`config.mk`:
```
export PLATFORM = sky130hd
export DESIGN_NAME = npc_predecode
export DESIGN_NICKNAME = d
export VERILOG_FILES = /design/src/rtl/npc_pkg.sv /design/src/rtl/npc_datapath.sv /design/src/rtl/npc_control.sv /design/src/rtl/npc_predecode.sv
export SDC_FILE = /design/constraint.sdc
export NUM_CORES = 1
export LEC_CHECK = 0
export BUFFER_PORTS_ARGS = -buffer_cell sky130_fd_sc_hd__buf_2
export CELL_PAD_IN_SITES_DETAIL_PLACEMENT = 0
export CELL_PAD_IN_SITES_GLOBAL_PLACEMENT = 2
export CORE_MARGIN = 2
export CORE_UTILIZATION = 32
export DETAILED_ROUTE_END_ITERATION = 10
export PLACE_DENSITY = 0.91
export REMOVE_ABC_BUFFERS = 1
export SYNTH_ARGS = -nofsm -noshare
export SYNTH_HDL_FRONTEND = slang
export SYNTH_HIERARCHICAL = 1
export SYNTH_SLANG_ARGS = --single-unit
```
`constraint.sdc`:
```
create_clock -name clk -period 7.3 [get_ports clk]
set_input_delay 0.73 -clock clk [delete_from_list [all_inputs] [get_ports clk]]
set_output_delay 0.73 -clock clk [all_outputs]
set_load 0.05 [all_outputs]
```
`src/rtl/npc_pkg.sv`:
```
package npc_pkg;
  typedef enum logic [1:0] {KIND_DONE, KIND_REG, KIND_MEM} deferKind_e;
  typedef enum logic [1:0] {ST_IDLE, ST_REQ, ST_WAIT} ctlState_e;

  typedef struct packed {
    logic loadDecode;
    logic latchPending;
    logic loadResponse;
  } ctlStrobe_t;

  localparam int unsigned LEN_W = 3;
  localparam logic [3:0] LAST_COND_BRANCH = 4'd9;
endpackage

```
`src/rtl/npc_datapath.sv`:
```
module npc_datapath
  import npc_pkg::*;
#(
  parameter int unsigned AW = 32
) (
  input  logic             clk,
  input  logic             rstN,
  input  logic [15:0]      halfword,
  input  logic [AW-1:0]    trailWord,
  input  logic [AW-1:0]    pc,
  input  logic [AW-1:0]    framePtr,
  input  logic [AW-1:0]    rdRspData,
  input  ctlStrobe_t       strobe,
  output deferKind_e       decKind,
  output logic             rdReqIsMem,
  output logic [AW-1:0]    rdReqAddr,
  output logic             resValid,
  output logic [LEN_W-1:0] resLen,
  output logic [AW-1:0]    resPc0,
  output logic             resPc0Valid,
  output logic [AW-1:0]    resPc1,
  output logic             resPc1Valid,
  output logic             resUnsupported
);
  logic [7:0]       opWide;
  logic [3:0]       opNarrow;
  logic [AW-1:0]    seqNext;
  logic [AW-1:0]    branchOff;
  logic [LEN_W-1:0] dLen;
  logic [AW-1:0]    dPc0, dPc1, dReqAddr;
  logic             dV0, dV1, dUnsup, dReqIsMem;
  logic [LEN_W-1:0] pendLen;

  assign opWide    = halfword[15:8];
  assign opNarrow  = halfword[13:10];
  assign seqNext   = pc + AW'(2);
  assign branchOff = {{(AW-11){halfword[9]}}, halfword[9:0], 1'b0};

  always_comb begin
    decKind   = KIND_DONE;
    dLen      = LEN_W'(2);
    dPc0      = seqNext;
    dV0       = 1'b1;
    dPc1      = '0;
    dV1       = 1'b0;
    dUnsup    = 1'b0;
    dReqAddr  = framePtr + AW'(4);
    dReqIsMem = 1'b1;
    if (!halfword[15]) begin
      case (opWide)
        8'h0c, 8'h0d, 8'h36, 8'h37, 8'h38, 8'h39: begin
          dLen = LEN_W'(4);
          dPc0 = pc + AW'(4);
        end
        8'h01, 8'h08, 8'h09, 8'h1b, 8'h1d, 8'h1f, 8'h20, 8'h22, 8'h24: begin
          dLen = LEN_W'(6);
          dPc0 = pc + AW'(6);
        end
        8'h03, 8'h1a: begin
          dLen = LEN_W'(6);
          dPc0 = trailWord;
        end
        8'h19, 8'h25: begin
          decKind   = KIND_REG;
          dV0       = 1'b0;
          dReqIsMem = 1'b0;
          dReqAddr  = AW'(halfword[7:4]);
        end
        8'h04: begin
          decKind = KIND_MEM;
          dV0     = 1'b0;
        end
        8'h30: begin
          dLen   = LEN_W'(6);
          dV0    = 1'b0;
          dUnsup = 1'b1;
        end
        8'h35: begin
          dV0    = 1'b0;
          dUnsup = 1'b1;
        end
        default: ;
      endcase
    end else if (halfword[14]) begin
      if (opNarrow <= LAST_COND_BRANCH) begin
        dV1  = 1'b1;
        dPc1 = seqNext + branchOff;
      end else begin
        dV0 = 1'b0;
      end
    end
  end

  always_ff @(posedge clk) begin
    if (!rstN) begin
      resValid       <= 1'b0;
      resLen         <= '0;
      resPc0         <= '0;
      resPc0Valid    <= 1'b0;
      resPc1         <= '0;
      resPc1Valid    <= 1'b0;
      resUnsupported <= 1'b0;
      pendLen        <= '0;
      rdReqAddr      <= '0;
      rdReqIsMem     <= 1'b0;
    end else begin
      resValid <= strobe.loadDecode | strobe.loadResponse;
      if (strobe.loadDecode) begin
        resLen         <= dLen;
        resPc0         <= dPc0;
        resPc0Valid    <= dV0;
        resPc1         <= dPc1;
        resPc1Valid    <= dV1;
        resUnsupported <= dUnsup;
      end
      if (strobe.latchPending) begin
        pendLen    <= dLen;
        rdReqAddr  <= dReqAddr;
        rdReqIsMem <= dReqIsMem;
      end
      if (strobe.loadResponse) begin
        resLen         <= pendLen;
        resPc0         <= rdRspData;
        resPc0Valid    <= 1'b1;
        resPc1         <= '0;
        resPc1Valid    <= 1'b0;
        resUnsupported <= 1'b0;
      end
    end
  end
endmodule

```
`src/rtl/npc_control.sv`:
```
module npc_control
  import npc_pkg::*;
(
  input  logic       clk,
  input  logic       rstN,
  input  logic       inValid,
  input  deferKind_e decKind,
  input  logic       rdReqReady,
  input  logic       rdRspValid,
  output ctlStrobe_t strobe,
  output logic       busy,
  output logic       rdReqValid
);
  ctlState_e state, stateNext;
  logic      accept;

  assign accept     = inValid && (state == ST_IDLE);
  assign busy       = (state != ST_IDLE);
  assign rdReqValid = (state == ST_REQ);

  always_comb begin
    strobe.loadDecode   = accept && (decKind == KIND_DONE);
    strobe.latchPending = accept && (decKind != KIND_DONE);
    strobe.loadResponse = (state == ST_WAIT) && rdRspValid;
    stateNext = state;
    case (state)
      ST_IDLE: if (strobe.latchPending) stateNext = ST_REQ;
      ST_REQ:  if (rdReqReady) stateNext = ST_WAIT;
      ST_WAIT: if (rdRspValid) stateNext = ST_IDLE;
      default: stateNext = ST_IDLE;
    endcase
  end

  always_ff @(posedge clk) begin
    if (!rstN) state <= ST_IDLE;
    else       state <= stateNext;
  end
endmodule

```
`src/rtl/npc_predecode.sv`:
```
module npc_predecode
  import npc_pkg::*;
#(
  parameter int unsigned AW = 32
) (
  input  logic             clk,
  input  logic             rstN,
  input  logic             inValid,
  input  logic [15:0]      halfword,
  input  logic [AW-1:0]    trailWord,
  input  logic [AW-1:0]    pc,
  input  logic [AW-1:0]    framePtr,
  output logic             busy,
  output logic             rdReqValid,
  input  logic             rdReqReady,
  output logic             rdReqIsMem,
  output logic [AW-1:0]    rdReqAddr,
  input  logic             rdRspValid,
  input  logic [AW-1:0]    rdRspData,
  output logic             resValid,
  output logic [LEN_W-1:0] resLen,
  output logic [AW-1:0]    resPc0,
  output logic             resPc0Valid,
  output logic [AW-1:0]    resPc1,
  output logic             resPc1Valid,
  output logic             resUnsupported
);
  ctlStrobe_t strobe;
  deferKind_e decKind;

  npc_control uCtl (
    .clk(clk), .rstN(rstN), .inValid(inValid), .decKind(decKind),
    .rdReqReady(rdReqReady), .rdRspValid(rdRspValid),
    .strobe(strobe), .busy(busy), .rdReqValid(rdReqValid)
  );

  npc_datapath #(.AW(AW)) uDp (
    .clk(clk), .rstN(rstN), .halfword(halfword), .trailWord(trailWord),
    .pc(pc), .framePtr(framePtr), .rdRspData(rdRspData), .strobe(strobe),
    .decKind(decKind), .rdReqIsMem(rdReqIsMem), .rdReqAddr(rdReqAddr),
    .resValid(resValid), .resLen(resLen), .resPc0(resPc0),
    .resPc0Valid(resPc0Valid), .resPc1(resPc1), .resPc1Valid(resPc1Valid),
    .resUnsupported(resUnsupported)
  );
endmodule

```
==> results by group, run 1 <==
GRT
  • Tot GR Track Use: 24.0%
  • Gr ovfl total: 0
  • Vias in the first global route: about 9,000
  • Largest net degree at the start of global routing: 46
  • Initial antenna violation count: 0
  • Wire length of the first global-routing pass: 53,100 um

Clock tree
  • # hold bufs at CTS: 0
  • TritonCTS clock tree: yes
  • CTS Buf Count: 9
  • CTS root buffer: clkbuf_16
  • CTS clock-pin slew for the worst setup and hold paths: approximately 0.080 ns
  • Cts repair resizes: 0
  • CTS sink cnt: roughly 110
  • Clk_lat worst skew: 0.36 ns
  • Max clock buf depth: 2
  • H-tree lvl count: 3
  • # Post-CTS Setup Buffers: 0

Die
  • I/O Pins: 255
  • Core region area: 26,800 um^2
  • Initial Util: 32.4%
  • Chip Height: 169 um
  • Die Area: 28,500 um^2
  • Row count: 60
  • Chip width: approximately 170 um

Layout
  • Ratio of cells with drive above 1 in the final layout: 23.5%
  • Diodes inserted: 0
  • Layout Cells excl Fill: 1,702
  • Post-layout util: 38.9%
  • Nets: about 1,500
  • Area grow syn2layout: 20.2%

Synthesis
  • Synth area leaders: dfxtp_1 25%, xnor2_1 5.9%, ha_1 5.8%
  • Post-Syn Area: 8680 um^2
  • Number of distinct library cells after synthesis: between 90 and 100
  • Async SR Flop Fraction: 0%
  • Yosys warnings: 6
  • Cells after Synth: 1,157
  • Sequential fraction of the synthesis area: 24.7%
  • Synth area leader: dfxtp_1
  • Number of flops mapped to enable cells by yosys: 0
  • Flops & latches, synth: 107
  • Post-synth top area share: about a quarter
  • Syn_area_per_cell: 7.50 um^2
  • Synth top cells by count: 123 x nand2_1, 123 x nor2_1, 107 x dfxtp_1, 97 x a21oi_1
  • Top FF cell, synth: dfxtp_1

Power
  • Max VDD drop: 0.0893 mV
  • PD cells: 161 nW/um^2
  • Design Power: 1.68 mW
  • Pleak: 4.39 nW

STA
  • Setup TNS: 0 ns
  • Minimum clock period: 4.31 ns
  • Worst Tran Pin Value: between 1 and 1.5 ns
  • Setup Skew: 0.0111 ns
  • Period utilization: 59.0%
  • Endpoints failing hold: 0
  • Max_slew headroom: 22.0%
  • Slew Viols, Final: 0
  • RSZ-0062 raised after global routing: no
  • Achievable frequency: 232 MHz
  • Final setup viols: 0

Placement
  • Port Buffer Count: 253
  • Placed Cells: 1,686
  • Dpl hpwl: 26,900 um
  • Global placer's final weighted congestion: 0.959

Drt
  • Initial DRC count: ~800
  • WL per Instance: between 20 and 25 um
  • Detailed Routing Iterations Pass 1: 5
  • Total Wirelength: 35,200 um
  • Antenna viol nets, final: 0
  • Via-to-Cell Ratio: 5.61
  • Drt drc: 0
  • Vias: 9,555

Min path
  • Hold Path Class: register to register

Setup path
  • Worst Path Max Fanout: 10
  • CP most frequent cell: ha_1
  • Nature of the critical path endpoint: register
  • Cell-by-cell trace of the critical path: buf_2 > ha_1 > inv_1 > nor3_1 > nand3_1 > xnor2_1 > ha_1 > a21oi_1 > nand2_1 > a221o_1 > o21bai_1 > a21boi_1 > o21a_1 > or3_1 > a32o_1
  • Req. time, crit path: 7.56 ns
  • Arrival time at the worst endpoint: 4.57 ns
  • Critical path class: input pin to register
  • CP max stage delay: 0.40 ns
  • Crit-path slowest cell: ha_1
  • CP Launch Type: input pin

Job
  • Max-cap violations: 0

Run status
  • Status: complete, no violations
[final timing paths]
path	startpoint	endpoint	slack, ns	cells after the start
hold reg to reg	uDp/resPc1[31]	uDp/resPc1[31]	0.45	2
hold / removal	uDp/resPc1[31]	uDp/resPc1[31]	0.45	2
setup reg to reg	uCtl/state[0]	uDp/resPc0[8]	4.56	10
setup / recovery	pc[2]	uDp/resPc1[17]	2.99	15
[layer usage]
metal  wire length [um]  track usage (%)  vias up
met5                  0                0        -
met4                946             7.95        0
met3               2950             4.72       47
met2              15900             38.8      471
met1              15400             32.1     4442
li1                   -                -     4595
[registers in the layout (all words and copies together), names as in the netlist, 2 cells and up]
register and count:
uDp/resPc0 32, uDp/pendLen 2, uCtl/state 2, uDp/resLen 2, uDp/resPc1 32, uDp/rdReqAddr 32
[where the power goes]
part	internal (mW)	total, mW	switching (mW)
logic	0.172	0.502	0.330
registers	0.605	0.617	0.0119
clock network	0.291	0.559	0.267
total	1.07	1.68	0.609
[through the flow]
| step | hold slack, ns | instance area (um^2) | setup slack (ns) |
|---|---|---|---|
| after floorplan | 0.454 | 8300 | 0.750 |
| after global placement | 0.433 | 10100 | 2.87 |
| after detailed placement | 0.438 | 10100 | 2.67 |
| after CTS | 0.450 | 10400 | 3.05 |
| after global routing | 0.482 | 10400 | 2.61 |
| final | 0.447 | 10400 | 2.99 |
[critical path: cells and delay by family]
kind | cells | cell delay (ns)
AND/OR/NAND/NOR | 4 | 1.14
XOR/XNOR | 1 | 0.34
buffers and inverters | 2 | 0.37
AO/OA/AOI/OAI | 6 | 1.28
adder cells (fa/ha/maj) | 2 | 0.71
[final cells by class]
cell class,count,area (um^2)
Fill cell,2890,16400
Clock inverter,5,67.6
Tap cell,341,427
Timing Repair Buffer,266,1360
Clock buffer,11,253
Inverter,29,109
Sequential cell,107,2140
Multi-Input combinational cell,943,6070
[kinds of logic after synthesis]
logic type / synth area share [%]
AO/OA/AOI/OAI: 28.2
XOR/XNOR: 9.79
adder cells (fa/ha/maj): 6.00
buffers and inverters: 5.57
flip-flops: 24.7
multiplexers: 0.360
other: 0.0432
AND/OR/NAND/NOR: 25.3
[cells in the final DEF (no fill, tap or decap), types with 4 or more instances in the layout]
| cell | count |
|---|---|
| a22o_1 | 4 |
| nor3_1 | 29 |
| and3_1 | 20 |
| nor2_2 | 4 |
| nand4_1 | 15 |
| a22oi_1 | 17 |
| a21o_1 | 10 |
| a311oi_1 | 6 |
| or3_1 | 13 |
| xor2_1 | 39 |
| xnor2_1 | 58 |
| nand3_1 | 43 |
| a31oi_1 | 8 |
| buf_2 | 253 |
| a221oi_1 | 10 |
| a211oi_1 | 19 |
| ha_1 | 40 |
| buf_4 | 13 |
| nor4_1 | 5 |
| o22ai_1 | 6 |
| and2_1 | 12 |
| inv_1 | 26 |
| o21ai_0 | 58 |
| nand2_1 | 123 |
| o211ai_1 | 14 |
| nor2b_1 | 12 |
| clkbuf_16 | 9 |
| a221o_1 | 8 |
| and4_1 | 12 |
| nand2b_1 | 7 |
| o221ai_1 | 5 |
| nor2_1 | 122 |
| a21oi_1 | 97 |
| o31ai_1 | 4 |
| o21ai_1 | 26 |
| o21a_1 | 12 |
| dfxtp_1 | 107 |
| a32o_1 | 4 |
Power figures use the tool's default switching activity.
==> inputs of run 2 (changes only) <==
Settings changed: ABC_AREA set to 1, CORE_UTILIZATION 32 to 27, PLACE_DENSITY 0.91 to 0.84.
Clock period 7.3 ns to 4.5 ns, I/O delays scaled along.
==> results by group, run 2 <==
Setup path
  • Worst r2r dst: uDp/resPc1[15] (was uDp/resPc0[8])
  • Req. time, crit path: 4.75 ns (was 7.56 ns)
  • Cell-by-cell trace of the critical path: buf_2 > ha_1 > inv_1 > nor2_2 > nand2_2 > xor2_1 > nand2_1 > o21ai_0 > inv_1 > ha_1 > a21oi_1 > o21bai_1 > nand3b_1 > or2_2 > nand3_1 > a21oi_1 (was buf_2 > ha_1 > inv_1 > nor3_1 > nand3_1 > xnor2_1 > ha_1 > a21oi_1 > nand2_1 > a221o_1 > o21bai_1 > a21boi_1 > o21a_1 > or3_1 > a32o_1)
  • Arrival time at the worst endpoint: 3.50 ns (was 4.57 ns)
  • CP max stage delay: 0.36 ns (was 0.40 ns)
  • Critical path class: input pin to register (unchanged)
  • CP Launch Type: input pin (unchanged)
  • Crit-path slowest cell: ha_1 (unchanged)
  • Reg2reg path depth: 9 (was 10)
  • Worst Path Max Fanout: 7 (was 10)
  • Worst r2r src: uCtl/state[1] (was uCtl/state[0])
  • Flop2flop setup slack: 1.93 ns (was 4.56 ns)
  • Nature of the critical path endpoint: register (unchanged)

Synthesis
  • Synth top cells by count: 551 x nand2_1, 184 x inv_1, 171 x nand3_1, 165 x nor2_1, 138 x a21oi_1 (was 123 x nand2_1, 123 x nor2_1, 107 x dfxtp_1, 97 x a21oi_1)
  • Cells after Synth: 1,713 (was 1,157)
  • Post-Syn Area: 9880 um^2 (was 8680 um^2)
  • Syn_area_per_cell: 5.77 um^2 (was 7.50 um^2)
  • Number of distinct library cells after synthesis: 47 (was 94)
  • Synth area leader: dfxtp_1 (unchanged)
  • Yosys warnings: 6 (unchanged)
  • Sequential fraction of the synthesis area: 21.7% (was 24.7%)
  • Async SR Flop Fraction: 0% (unchanged)
  • Flops & latches, synth: 107 (unchanged)
  • Top FF cell, synth: dfxtp_1 (unchanged)
  • Post-synth top area share: 21.7% (was 24.7%)
  • Synth area leaders: dfxtp_1 22%, nand2_1 21%, nand3_1 8.7% (was dfxtp_1 25%, xnor2_1 5.9%, ha_1 5.8%)
  • Number of flops mapped to enable cells by yosys: 0 (unchanged)
  • Top-count cell post-synth: nand2_1

Placement
  • Placed Cells: 2,397 (was 1,686)
  • DP Worst Slack: 0.894 ns (was 2.67 ns)
  • Dpl hpwl: 35,000 um (was 26,900 um)
  • Global placer's final weighted congestion: 0.927 (was 0.959)
  • DP Area: 11,600 um^2 (was 10,100 um^2)
  • Port Buffer Count: 253 (unchanged)

Layout
  • Ratio of cells with drive above 1 in the final layout: 18.9% (was 23.5%)
  • Diodes inserted: 0 (unchanged)
  • Layout Cells excl Fill: 2,413 (was 1,702)
  • Register area: 2140 um^2 (unchanged)
  • Multi-input logic area: 6790 um^2 (was 6070 um^2)
  • # fillers: 4,186 (was 2,890)
  • Area grow syn2layout: 20.7% (was 20.2%)
  • Most common cell after layout, fill and taps aside: nand2_1 (was buf_2)
  • Largest regs: uDp/rdReqAddr (32), uDp/resPc0 (32), uDp/resPc1 (32) (unchanged)
  • Post-layout util: 32.8% (was 38.9%)
  • Most frequent cells in the layout: 551 x nand2_1, 253 x buf_2, 184 x inv_1, 171 x nand3_1, 163 x nor2_1 (was 253 x buf_2, 123 x nand2_1, 122 x nor2_1, 107 x dfxtp_1, 97 x a21oi_1)
  • Final Cell Area: 11,900 um^2 (was 10,400 um^2)
  • Nets: 2,130 (was 1,546)

STA
  • Achievable frequency: 308 MHz
  • Final setup viols: 0 (unchanged)
  • Slew Viols, Final: 0 (unchanged)
  • Final setup margin: 1.25 ns (was 2.99 ns)
  • Minimum clock period: 3.25 ns
  • Setup Skew: 0.00886 ns (was 0.0111 ns)
  • Setup TNS: 0 ns (unchanged)
  • WHS: 0.327 ns (was 0.447 ns)
  • RSZ-0062 raised after global routing: no (unchanged)
  • Period utilization: between 70% and 80%
  • Endpoints failing hold: 0 (unchanged)
  • Worst Tran Pin Value: 1.17 ns (was 1.16 ns)
  • Max_slew headroom: 22.0% (about the same)

Clock tree
  • TritonCTS clock tree: yes (unchanged)
  • CTS sink cnt: 107 (unchanged)
  • CTS Buf Count: 9 (unchanged)
  • Cts repair resizes: 0 (unchanged)
  • CTS root buffer: clkbuf_16 (unchanged)
  • Clk_lat worst skew: 0.38 ns (was 0.36 ns)
  • Max clock buf depth: 2 (unchanged)
  • # hold bufs at CTS: 0 (unchanged)
  • # Post-CTS Setup Buffers: 0 (unchanged)
  • H-tree lvl count: 3 (unchanged)
  • CTS clock-pin slew for the worst setup and hold paths: 0.08 ns (about the same)

Die
  • Die Area: 38,100 um^2 (was 28,500 um^2)
  • I/O Pins: 255 (unchanged)
  • Initial Util: 27.2% (was 32.4%)
  • Chip width: 195 um (was 169 um)
  • Row count: 70 (was 60)
  • Core region area: 36,300 um^2 (was 26,800 um^2)
  • Chip Height: 195 um (was 169 um)

Min path
  • WHS Endpoint: uCtl/state[1] (was uDp/resPc1[31])
  • Hold Startpoint: rdReqReady (was uDp/resPc1[31])
  • Hold Path Class: input pin to register (was register to register)
  • Hold Path Depth: 3 (was 2)

GRT
  • Largest net degree at the start of global routing: 37 (was 46)
  • Wire length of the first global-routing pass: 65,100 um (was 53,100 um)
  • Gr ovfl total: 0 (unchanged)
  • Initial antenna violation count: 3 (was 0)
  • Tot GR Track Use: 22.3% (was 24.0%)
  • Vias in the first global route: 11,057 (was 9,018)

Power
  • Pleak: 5.75 nW (was 4.39 nW)
  • PD cells: 228 nW/um^2 (was 161 nW/um^2)
  • Max VDD drop: 0.189 mV (was 0.0893 mV)
  • Design Power: 2.73 mW (was 1.68 mW)

Drt
  • Via-to-Cell Ratio: 4.87 (was 5.61)
  • WL per Instance: 17.9 um (was 20.7 um)
  • Initial DRC count: 749 (was 815)
  • Detailed Routing Iterations Pass 1: 5 (unchanged)
  • Total Wirelength: 43,100 um (was 35,200 um)
  • Drt drc: 0 (unchanged)
  • Vias: 11,744 (was 9,555)
  • Antenna viol nets, final: 0 (unchanged)

Run status
  • Status: complete, no violations (unchanged)

Job
  • Max-cap violations: 0 (unchanged)
## run 2: changes by cell type after synthesis, sizes merged, moves of 16 or more
cell    previous run  this run
a211oi            21         0
a21oi            100       140
and3              21         0
buf               39        21
inv               27       197
nand2            124       559
nand3             44       174
nand4             15        31
nor2             126       199
o21ai             85        54
or2                5        21
xnor2             58         7
## run 2: metal layers
metal / part of all wire, % / GRT usage [%] / vias up / wire length, um
met4: 2.4 / 6.53 / 6 / 1030
met3: 4.8 / 3.33 / 45 / 2070
li1: - / - / 5998 / -
met2: 46 / 37.6 / 326 / 19900
met1: 47 / 29.5 / 5369 / 20100
met5: 0.095 / 0 / - / 41
## run 2: how the worst max path moves through the flow
stage	cells after the start	from	endpoint	slack (ns)
after floorplan	14	halfword[15]	uDp/resPc1[12]	0.86
after global placement	18	pc[3]	uDp/resPc1[23]	0.93
after detailed placement	18	pc[3]	uDp/resPc1[23]	0.89
after CTS	18	pc[3]	uDp/resPc1[23]	1.31
after global routing	18	pc[3]	uDp/resPc1[23]	0.96
final	16	pc[3]	uDp/resPc1[13]	1.25
## run 2: worst max-delay path, delay by kind of cell
family | cells | cell delay [ns]
simple gates | 6 | 1.21
fa+ha+maj | 2 | 0.68
compound gates | 4 | 0.52
buf+inv | 3 | 0.43
xor+xnor | 1 | 0.21
## run 2: power breakdown
| group | total [mW] | switching [mW] | leakage, nW | internal [mW] |
|---|---|---|---|---|
| Combinational | 0.859 | 0.602 | 4.73 | 0.257 |
| Clock | 0.871 | 0.433 | 0.151 | 0.438 |
| Sequential | 0.995 | 0.0176 | 0.870 | 0.978 |
| Total | 2.73 | 1.05 | 5.75 | 1.67 |
## run 2: final cells by class
type | instances | share of cell area (%)
Clock buffer | 9 | 1.89
Clock inverter | 7 | 0.629
Inverter | 197 | 6.22
Multi-Input combinational cell | 1359 | 57.0
Sequential cell | 107 | 18.0
Tap cell | 468 | 4.91
Timing Repair Buffer | 266 | 11.4
## run 2: logic make-up (layout without fill, tap and decap cells)
family / Yosys count / in the layout / synth area share, %
AO/OA/AOI/OAI: 253 / 253 / 14.4
XOR/XNOR: 40 / 40 / 3.55
adder cells (fa/ha/maj): 41 / 41 / 5.27
buffers and inverters: 247 / 479 / 9.81
flip-flops: 107 / 107 / 21.7
other: 1 / 1 / 0.0379
AND/OR/NAND/NOR: 1024 / 1024 / 45.3
==> inputs of run 3 (changes only) <==
Clock period 4.5 ns to 3.38 ns, I/O delays scaled along.
==> results by group, run 3 (synthesis results as in run 2) <==
Run status
  • Status: complete, no violations (unchanged)

Clock tree
  • CTS Buf Count: 9 (unchanged)
  • # hold bufs at CTS: 0 (unchanged)
  • CTS sink cnt: 107 (unchanged)
  • Max clock buf depth: 2 (unchanged)
  • CTS clock-pin slew for the worst setup and hold paths: 0.08 ns (about the same)
  • Clk_lat worst skew: 0.40 ns (was 0.38 ns)
  • Cts repair resizes: 0 (unchanged)
  • TritonCTS clock tree: yes (unchanged)
  • # Post-CTS Setup Buffers: 0 (unchanged)
  • CTS root buffer: clkbuf_16 (unchanged)
  • H-tree lvl count: 3 (unchanged)

Placement
  • Port Buffer Count: 253 (unchanged)
  • DP Area: 12,000 um^2 (was 11,600 um^2)
  • Global placer's final weighted congestion: 0.895 (was 0.927)
  • Dpl hpwl: 35,500 um (was 35,000 um)

Drt
  • Via-to-Cell Ratio: 4.89 (was 4.87)
  • Antenna viol nets, final: 0 (unchanged)
  • Detailed Routing Iterations Pass 1: 7 (was 5)
  • WL per Instance: 17.7 um (was 17.9 um)
  • Drt drc: 0 (unchanged)
  • Initial DRC count: 711 (was 749)
  • Total Wirelength: 43,700 um (was 43,100 um)
  • Vias: 12,053 (was 11,744)

Power
  • Clk network pwr share: 30.8% (was 32.0%)
  • PD cells: 295 nW/um^2 (was 228 nW/um^2)
  • Pleak: 6.00 nW (was 5.75 nW)
  • Logic gate share of total power: 32.9% (was 31.5%)
  • Max VDD drop: 0.262 mV (was 0.189 mV)
  • Switch share: 39.7% (was 38.6%)
  • Psw: 1.44 mW (was 1.05 mW)
  • Internal: 2.20 mW (was 1.67 mW)
  • Seq pwr share: 36.4% (was 36.5%)

STA
  • Achievable frequency: 342 MHz
  • Worst Tran Pin Value: 0.982 ns (was 1.17 ns)
  • Max_slew headroom: 34.5% (was 22.0%)
  • RSZ-0062 raised after global routing: no (unchanged)
  • Endpoints failing hold: 0 (unchanged)
  • Final setup viols: 0 (unchanged)
  • WHS: 0.211 ns (was 0.327 ns)
  • Setup Skew: 0.0132 ns (was 0.00886 ns)
  • Minimum clock period: between 2 and 3 ns
  • Slew Viols, Final: 0 (unchanged)
  • Period utilization: 86.6%

Layout
  • Most common cell after layout, fill and taps aside: nand2_1 (unchanged)
  • Area grow syn2layout: 24.7% (was 20.7%)
  • Multi-input logic area: 6790 um^2 (unchanged)
  • Largest regs: uDp/rdReqAddr (32), uDp/resPc0 (32), uDp/resPc1 (32) (unchanged)
  • Register area: 2140 um^2 (unchanged)
  • # fillers: 4,219 (was 4,186)
  • Nets: 2,180 (was 2,130)
  • Most frequent cells in the layout: 551 x nand2_1, 253 x buf_2, 184 x inv_1, 171 x nand3_1, 163 x nor2_1 (unchanged)
  • Final Cell Area: 12,300 um^2 (was 11,900 um^2)
  • Ratio of cells with drive above 1 in the final layout: 21.0% (was 18.9%)

GRT
  • Gr ovfl total: 0 (unchanged)
  • Wire length of the first global-routing pass: 65,300 um (was 65,100 um)
  • Vias in the first global route: 11,254 (was 11,057)
  • Initial antenna violation count: 1 (was 3)
  • Largest net degree at the start of global routing: 35 (was 37)
  • Tot GR Track Use: 22.5% (was 22.3%)

Min path
  • WHS Endpoint: uCtl/state[1] (unchanged)
  • Hold Path Class: input pin to register (unchanged)
  • Hold Path Depth: 3 (unchanged)
  • Hold Startpoint: rdReqReady (unchanged)

Die
  • Die Area: 38,100 um^2 (unchanged)
  • Initial Util: 27.2% (unchanged)
  • Chip width: 195 um (unchanged)
  • I/O Pins: 255 (unchanged)
  • Core region area: 36,300 um^2 (unchanged)
  • Row count: 70 (unchanged)
  • Chip Height: 195 um (unchanged)

Setup path
  • Worst r2r dst: uDp/resPc1[20] (was uDp/resPc1[15])
  • Critical path class: input pin to register (unchanged)
  • Nature of the critical path endpoint: register (unchanged)
  • Reg2reg path depth: 7 (was 9)
  • Worst Path Max Fanout: 6 (was 7)
  • Req. time, crit path: 3.70 ns (was 4.75 ns)
  • Flop2flop setup slack: 1.05 ns (was 1.93 ns)
  • CP Launch Type: input pin (unchanged)
  • Arrival time at the worst endpoint: 3.25 ns (was 3.50 ns)
  • Worst r2r src: uCtl/state[1] (unchanged)

Job
  • Max-cap violations: 0 (unchanged)
-- run 3: cell types whose count changed in the layout (fill, tap and decap cells not counted), sizes merged --
cell / previous run / this run
buf: 266 / 316
bufinv: 1 / 0
clkinvlp: 0 / 1
diode: 0 / 3
-- run 3: metal layers --
metal  track usage, %  wire (um)  share of wire [%]  vias up
met1             29.2      20000                 46     5519
li1                 -          -                  -     6126
met5                0          0                  0        -
met3             3.26       2210                5.1       55
met4             9.81       1580                3.6        0
met2             36.9      19900                 45      353
-- run 3: per-stage QoR --
| stage | setup WS, ns | std cells | total power, mW | utilization [%] | TNS [ns] |
|---|---|---|---|---|---|
| floorplan | -0.151 | 1663 | 2.07 | - | -0.977 |
| global placement | 0.176 | 2447 | 2.54 | 33.1 | 0 |
| detailed placement | 0.105 | 2447 | 2.55 | 33.1 | 0 |
| CTS | 0.510 | 2463 | 3.68 | 33.9 | 0 |
| global route | 0.180 | 2464 | 3.85 | 33.9 | 0 |
| finish | 0.453 | 2466 | 3.64 | 33.9 | 0 |
-- run 3: layout make-up --
cell class	count	area share, %
antenna	3	0.0609
clock buffer	9	1.83
clock inverter	7	0.477
inverter	197	6.02
multi-input combinational	1359	55.1
sequential	107	17.4
tap	468	4.75
timing repair buffer	316	14.3
-- run 3: power by group through the flow --
stage	sequential, mW	clock (mW)	combinational, mW
finish	1.32	1.12	1.20
global route	1.33	1.20	1.32
CTS	1.32	1.16	1.20
detailed placement	1.35	0	1.19
global placement	1.35	0	1.19
floorplan	1.50	0	0.568
-- run 3: critical path, stage by stage --
cell and delay (ns):
buf_2 0.10, ha_1 0.28, inv_1 0.12, nor2_2 0.21, nand2_2 0.16, xor2_1 0.21
nand2_1 0.06, o21ai_0 0.10, inv_1 0.12, ha_1 0.38, nand2_1 0.12, nor2_1 0.29
nand3_1 0.13, nand3b_1 0.20, nand2_1 0.10, nand3b_1 0.09, nand3_1 0.07, a21oi_1 0.15
-- run 3: worst max path at each step --
stage	start	endpoint	slack, ns	cells past startpoint
5_1_grt	pc[2]	uDp/resPc1[23]	0.18	18
6_report	pc[2]	uDp/resPc1[20]	0.45	18
2_1_floorplan	halfword[15]	uDp/resPc1[12]	-0.15	14
3_5_place_dp	pc[2]	uDp/resPc1[20]	0.11	18
4_1_cts	pc[2]	uDp/resPc1[20]	0.51	18
3_3_place_gp	pc[2]	uDp/resPc1[28]	0.18	19
